**src/rtl/mpu_pkg.sv**
```systemverilog
package mpu_pkg;

   typedef enum logic [1:0] {
      PEND_NONE = 2'd0,
      PEND_WORD = 2'd1,
      PEND_BYTE = 2'd2
   } pend_e;

   function automatic int unsigned log2_ceil(input int unsigned v);
      int unsigned r;
      r = 0;
      while ((32'd1 << r) < v) r++;
      return r;
   endfunction

endpackage

```
**src/rtl/mpu_addr_map.sv**
```systemverilog
module mpu_addr_map #(
   parameter int ADDR_W = 32,
   parameter int SHIFT  = 2
) (
   input  logic [ADDR_W-1:0] word_addr,
   output logic [ADDR_W-1:0] byte_addr
);

   generate
      if (SHIFT == 0) begin : g_flat
         assign byte_addr = word_addr;
      end else begin : g_scaled
         // the upper SHIFT bits fall off the top; the low SHIFT lines read zero
         assign byte_addr = word_addr << SHIFT;
      end
   endgenerate

endmodule

```
**src/rtl/mpu_req_arb.sv**
```systemverilog
module mpu_req_arb
   import mpu_pkg::*;
(
   input  logic clk,
   input  logic rst_n,
   input  logic rd_word,
   input  logic wr_word,
   input  logic fetch_byte,
   output logic mem_rd,
   output logic mem_wr,
   output logic mem_byte,
   output logic dlv_word,
   output logic dlv_byte
);

   logic  grant_wr, grant_rd, grant_fetch, any_req;
   pend_e pend_q, pend_n;

   // fixed priority: write, then word read, then fetch
   assign grant_wr    = wr_word;
   assign grant_rd    = rd_word & ~wr_word;
   assign grant_fetch = fetch_byte & ~wr_word & ~rd_word;
   assign any_req     = rd_word | wr_word | fetch_byte;

   assign mem_wr   = grant_wr;
   assign mem_rd   = grant_rd | grant_fetch;
   assign mem_byte = grant_fetch;

   always_comb begin
      if (grant_rd)         pend_n = PEND_WORD;
      else if (grant_fetch) pend_n = PEND_BYTE;
      else                  pend_n = PEND_NONE;
   end

   always_ff @(posedge clk) begin
      if (!rst_n) pend_q <= PEND_NONE;
      else        pend_q <= pend_n;
   end

   // a newer request supersedes the read still in flight
   assign dlv_word = (pend_q == PEND_WORD) & ~any_req;
   assign dlv_byte = (pend_q == PEND_BYTE) & ~any_req;

endmodule

```
**src/rtl/mpu_bdrive.sv**
```systemverilog
module mpu_bdrive #(
   parameter int DATA_W = 32,
   parameter int BYTE_W = 8
) (
   input  logic [DATA_W-1:0] waddr,
   input  logic [DATA_W-1:0] wdata,
   input  logic [DATA_W-1:0] fptr,
   input  logic [BYTE_W-1:0] fbyte,
   input  logic              oe_waddr,
   input  logic              oe_wdata,
   input  logic              oe_fptr,
   input  logic              oe_byte_u,
   input  logic              oe_byte_s,
   output logic [DATA_W-1:0] b_bus
);

   localparam int FILL_W = DATA_W - BYTE_W;

   logic [DATA_W-1:0] byte_zx, byte_sx;

   generate
      if (FILL_W == 0) begin : g_no_fill
         assign byte_zx = fbyte;
         assign byte_sx = fbyte;
      end else begin : g_fill
         assign byte_zx = {{FILL_W{1'b0}}, fbyte};
         assign byte_sx = {{FILL_W{fbyte[BYTE_W-1]}}, fbyte};
      end
   endgenerate

   always_comb begin
      b_bus = '0;
      if (oe_waddr)  b_bus = b_bus | waddr;
      if (oe_wdata)  b_bus = b_bus | wdata;
      if (oe_fptr)   b_bus = b_bus | fptr;
      if (oe_byte_u) b_bus = b_bus | byte_zx;
      if (oe_byte_s) b_bus = b_bus | byte_sx;
   end

endmodule

```
**src/rtl/mem_port_unit.sv**
```systemverilog
module mem_port_unit #(
   parameter int DATA_W = 32,
   parameter int BYTE_W = 8,
   parameter int ADDR_W = 32
) (
   input  logic              clk,
   input  logic              rst_n,
   input  logic [DATA_W-1:0] c_bus,
   input  logic              ld_waddr,
   input  logic              ld_wdata,
   input  logic              ld_fptr,
   input  logic              oe_waddr,
   input  logic              oe_wdata,
   input  logic              oe_fptr,
   input  logic              oe_byte_u,
   input  logic              oe_byte_s,
   input  logic              rd_word,
   input  logic              wr_word,
   input  logic              fetch_byte,
   output logic [DATA_W-1:0] b_bus,
   output logic [ADDR_W-1:0] mem_addr,
   output logic              mem_rd,
   output logic              mem_wr,
   output logic              mem_byte,
   output logic [DATA_W-1:0] mem_wdata,
   input  logic [DATA_W-1:0] mem_rdata
);

   localparam int WORD_BYTES = DATA_W / BYTE_W;
   localparam int SHIFT      = mpu_pkg::log2_ceil(WORD_BYTES);

   generate
      if ((DATA_W % BYTE_W) != 0 || (WORD_BYTES & (WORD_BYTES - 1)) != 0) begin : g_bad_lanes
         $error("word width must be a power-of-two multiple of the byte width");
      end
      if (ADDR_W != DATA_W) begin : g_bad_addr
         $error("address registers travel on the data buses, so ADDR_W must equal DATA_W");
      end
   endgenerate

   logic [ADDR_W-1:0] waddr_q, waddr_n, fptr_q, fptr_n, word_byte_addr;
   logic [DATA_W-1:0] wdata_q, wdata_ld, wdata_n;
   logic [BYTE_W-1:0] fbyte_q, fbyte_n;
   logic              dlv_word, dlv_byte;

   // values as they will be at the end of this cycle: requests use these
   assign waddr_n  = ld_waddr ? c_bus : waddr_q;
   assign fptr_n   = ld_fptr  ? c_bus : fptr_q;
   assign wdata_ld = ld_wdata ? c_bus : wdata_q;
   assign wdata_n  = ld_wdata ? c_bus : (dlv_word ? mem_rdata : wdata_q);
   assign fbyte_n  = dlv_byte ? mem_rdata[BYTE_W-1:0] : fbyte_q;

   always_ff @(posedge clk) begin
      if (!rst_n) begin
         waddr_q <= '0;
         wdata_q <= '0;
         fptr_q  <= '0;
         fbyte_q <= '0;
      end else begin
         waddr_q <= waddr_n;
         wdata_q <= wdata_n;
         fptr_q  <= fptr_n;
         fbyte_q <= fbyte_n;
      end
   end

   mpu_addr_map #(.ADDR_W(ADDR_W), .SHIFT(SHIFT)) u_map (
      .word_addr (waddr_n),
      .byte_addr (word_byte_addr)
   );

   mpu_req_arb u_arb (
      .clk        (clk),
      .rst_n      (rst_n),
      .rd_word    (rd_word),
      .wr_word    (wr_word),
      .fetch_byte (fetch_byte),
      .mem_rd     (mem_rd),
      .mem_wr     (mem_wr),
      .mem_byte   (mem_byte),
      .dlv_word   (dlv_word),
      .dlv_byte   (dlv_byte)
   );

   mpu_bdrive #(.DATA_W(DATA_W), .BYTE_W(BYTE_W)) u_bdrv (
      .waddr     (waddr_q),
      .wdata     (wdata_q),
      .fptr      (fptr_q),
      .fbyte     (fbyte_q),
      .oe_waddr  (oe_waddr),
      .oe_wdata  (oe_wdata),
      .oe_fptr   (oe_fptr),
      .oe_byte_u (oe_byte_u),
      .oe_byte_s (oe_byte_s),
      .b_bus     (b_bus)
   );

   assign mem_addr  = mem_byte ? fptr_n : word_byte_addr;
   assign mem_wdata = wdata_ld;

endmodule

```
**config.mk**
```make
export PLATFORM = sky130hd
export DESIGN_NAME = mem_port_unit
export DESIGN_NICKNAME = d
export VERILOG_FILES = /design/src/rtl/mpu_pkg.sv /design/src/rtl/mpu_addr_map.sv /design/src/rtl/mpu_req_arb.sv /design/src/rtl/mpu_bdrive.sv /design/src/rtl/mem_port_unit.sv
export SDC_FILE = /design/constraint.sdc
export NUM_CORES = 1
export LEC_CHECK = 0
export BUFFER_PORTS_ARGS = -buffer_cell sky130_fd_sc_hd__buf_2
export CAP_MARGIN = 20
export CORE_ASPECT_RATIO = 1.25
export CORE_MARGIN = 4
export CORE_UTILIZATION = 45
export CTS_CLUSTER_SIZE = 24
export DETAILED_ROUTE_END_ITERATION = 10
export GPL_ROUTABILITY_DRIVEN = 1
export HOLD_SLACK_MARGIN = 0.15
export MAX_ROUTING_LAYER = met4
export PLACE_DENSITY = 0.72
export SLEW_MARGIN = 20
export SYNTH_ARGS = -nofsm -noshare
export SYNTH_HDL_FRONTEND = slang
export SYNTH_SLANG_ARGS = --single-unit
```
**constraint.sdc**
```tcl
create_clock -name clk -period 1.95 [get_ports clk]
set_clock_uncertainty 0.2 [all_clocks]
set_input_delay 0.39 -clock clk [delete_from_list [all_inputs] [get_ports clk]]
set_output_delay 0.39 -clock clk [all_outputs]
set_load 0.02 [all_outputs]
```
==> results.tsv <==
stage	metric	value	unit
power_and_ir_drop	p_sw_share	29.1	%
placement	gp_congestion	0.866	
yosys	synth_top_cell_area_share	37.1	%
yosys	synth.area.top_cells	dfxtp_1 37%, nor2b_1 7.4%, mux2_2 6.3%, mux2i_1 6.0%, a21oi_1 5.4%	
global_route	use_met3	3.95	%
sta	max_slew_margin	60.0	%
global_route	grt_busiest_layer	met2	
critical_path	critical_path_arrival	1450	ps
yosys	ys_types	28	
global_route	grt_pass1_wl	30600	um
sta	fin_crit	2040	ps
power_and_ir_drop	finalPower	6.01	mW
clocking	cts_max_level	3	
yosys	synth-main-ff-cell	dfxtp_1	
route	viasPerCell	5.85	
yosys	syn_area_per_cell	8.30	um^2
global_route	grt_pass1_vias	5771	
yosys	syn_inst	689	
clocking	clock_sinks	106	
cells_and_area	finish.instance_area	0.00795	mm^2
route	dr.first_iter.drc_count	601	
sta	setup_slack	-90.3	ps
critical_path	start_kind	input port	
placement	dpl.hpwl	12700	um
yosys	synthTopCellsByCount	106 x dfxtp_1, 68 x nor2b_1, 62 x a21oi_1	
floorplan	initial_core_util	46.6	%
sta	rsz0062_at_grt	true	
sta	period_share	105	%
route	wl	20400	um
critical_path	crit_fanout	9	
power_and_ir_drop	p_sw	1.75	mW
global_route	grt.total_usage	27.2	%
global_route	overflow	0	
route	drcViolationCount	0	
global_route	grtUsageMet2	42.7	%
sta	timing.hold.ws	173	ps
cells_and_area	fillerInstances	1073	
floorplan	io_pins	176	
power_and_ir_drop	seqPwrFrac	39.4	%
cells_and_area	seq_area	0.00212	mm^2
global_route	use_met1	35.4	%
power_and_ir_drop	p_per_area	757	mW/mm^2
floorplan	fp.dieH	134	um
floorplan	rows	45	
worst_hold_path	hold_path.class	in2reg	
clocking	clkSlewWorstSetupHoldPaths	70	ps
cells_and_area	drive_gt1_share	35.2	%
yosys	yosysSeqAreaShare	37.1	%
sta	final-hold-violation-count	0	
route	ant_nets	0	
cells_and_area	nets	948	
floorplan	core-area	0.0123	mm^2
clocking	cts_buffers	9	
cells_and_area	num_antenna_cells	0	
run	cap_viol_max_count	0	
clocking	root_buffer	clkbuf_16	
route	num_vias	6084	
sta	worst_slew_pin_slew	599	ps
sta	slew_violations	0	
yosys	synth-edff-count	0	
clocking	clock_path_buffers	2	
global_route	grt_max_degree	107	
yosys	synth-seq-cells	106	
critical_path	path_class	in2out	
power_and_ir_drop	power_leakage	3.43	nW
power_and_ir_drop	ir_drop	0.405	mV
yosys	async_flop_share	0	%
yosys	yosys_warnings	0	
status	violations	setup timing	
critical_path	crit_required	1360	ps
sta	setup_viol	31	
placement	dp_worst_setup_slack	-154	ps
yosys	synth_top_area_cell	dfxtp_1	
power_and_ir_drop	pwr-share-clk	35.4	%
yosys	yosysMostFrequentCell	dfxtp_1	
yosys	synth_nets	766	
global_route	antenna_found_initial	0	
clocking	clk_latency	340	ps
placement	dpl_cell_area	0.00689	mm^2
power_and_ir_drop	comb_power_share	25.3	%
yosys	synth_area	0.00572	mm^2
clocking	cts_tree	built	
floorplan	die_area	0.0146	mm^2
sta	clock.fmax	490	MHz
cells_and_area	syn2layout_area_growth	38.9	%
floorplan	die_x	109	um
power_and_ir_drop	p_int	4.27	mW
placement	io_buffers	175	
status	status	finished with violations	
route	wl_per_cell	19.6	um
critical_path	end_kind	output port	
cells_and_area	multi_input_area	0.00345	mm^2
route	first_pass_iters	7	
state kept, by name, indices dropped and copies added (netlist names):
signal	count
fbyte_q	8
fptr_q	32
u_arb.pend_q	2
waddr_q	32
wdata_q	32
path summary, 6_finish.rpt:
check                                      from            to  slack [ps]  depth (start not counted)
worst max register to register  u_arb.pend_q[0]    wdata_q[9]         350                          4
worst min register to register       fbyte_q[0]    fbyte_q[0]         290                          2
worst min-delay path              mem_rdata[20]   wdata_q[20]         170                          3
worst max-delay path                    rd_word  mem_addr[20]         -90                          7
what timing repair did:
item	CTS	global route
endpoints found under the hold margin	19	0
pin swaps	8	6
buffers inserted	2	3
hold buffers	19	0
gates cloned	3	4
endpoints found under the setup margin	33	46
gates resized for setup	61	30
routing by layer:
layer	vias up	part of all wire, %
li1	2850	-
met1	2868	41
met2	318	49
met3	48	7.5
met4	0	2.4
met5	-	0
logic make-up (layout without fill, tap and decap cells):
group           count (synthesis)  after routing  share of synthesized area (%)
simple gates                  212            212                           20.0
mux                            66             66                           12.3
buf+inv                        69            256                           5.84
flops                         106            106                           37.1
compound gates                236            236                           24.8
worst max-delay path, stage by stage:
cell and delay, ps:
buf_8 100, nor3b_4 230, buf_12 200, clkbuf_16 180
nor3_2 50, a21oi_1 140, buf_4 160
through the flow:
step                      setup TNS (ps)  util [%]  cells
after floorplan                        0         -    689
after global placement              -702      56.1    994
after detailed placement           -1560      56.1    994
after CTS                          -1150      63.2   1034
after global routing               -3740      64.7   1040
final                              -2100      64.7   1040
cell usage in the layout (no fill, tap or decap), drive strengths merged, types with 2 or more instances in the layout:
cell,n
nand2b,2
o21a,30
a222oi,8
buf,217
nor2,3
a31oi,32
a21oi,62
mux2i,34
mux2,32
o21ai,72
a21boi,8
nor3,31
bufinv,3
nand3,32
nor2b,68
nand2,42
dfxtp,106
clkbuf,14
a22oi,24
and2,31
clkinv,2
dlygate4sd3,19
cell type report:
class,instances,area share (%)
Tap cell,164,2.58
Multi-Input combinational cell,514,43.4
Inverter,1,0.0472
Clock inverter,5,1.26
Timing Repair Buffer,239,22.8
Clock buffer,11,3.18
Sequential cell,106,26.7
power groups by stage:
stage | combinational, mW | clock, mW | sequential (mW)
3_3_place_gp | 1.32 | 0 | 2.41
4_1_cts | 1.45 | 2.16 | 2.36
2_1_floorplan | 0.846 | 0 | 2.39
6_report | 1.52 | 2.13 | 2.37
5_1_grt | 1.61 | 2.24 | 2.38
3_5_place_dp | 1.32 | 0 | 2.41
No activity file was read; power rests on OpenSTA's default activity.
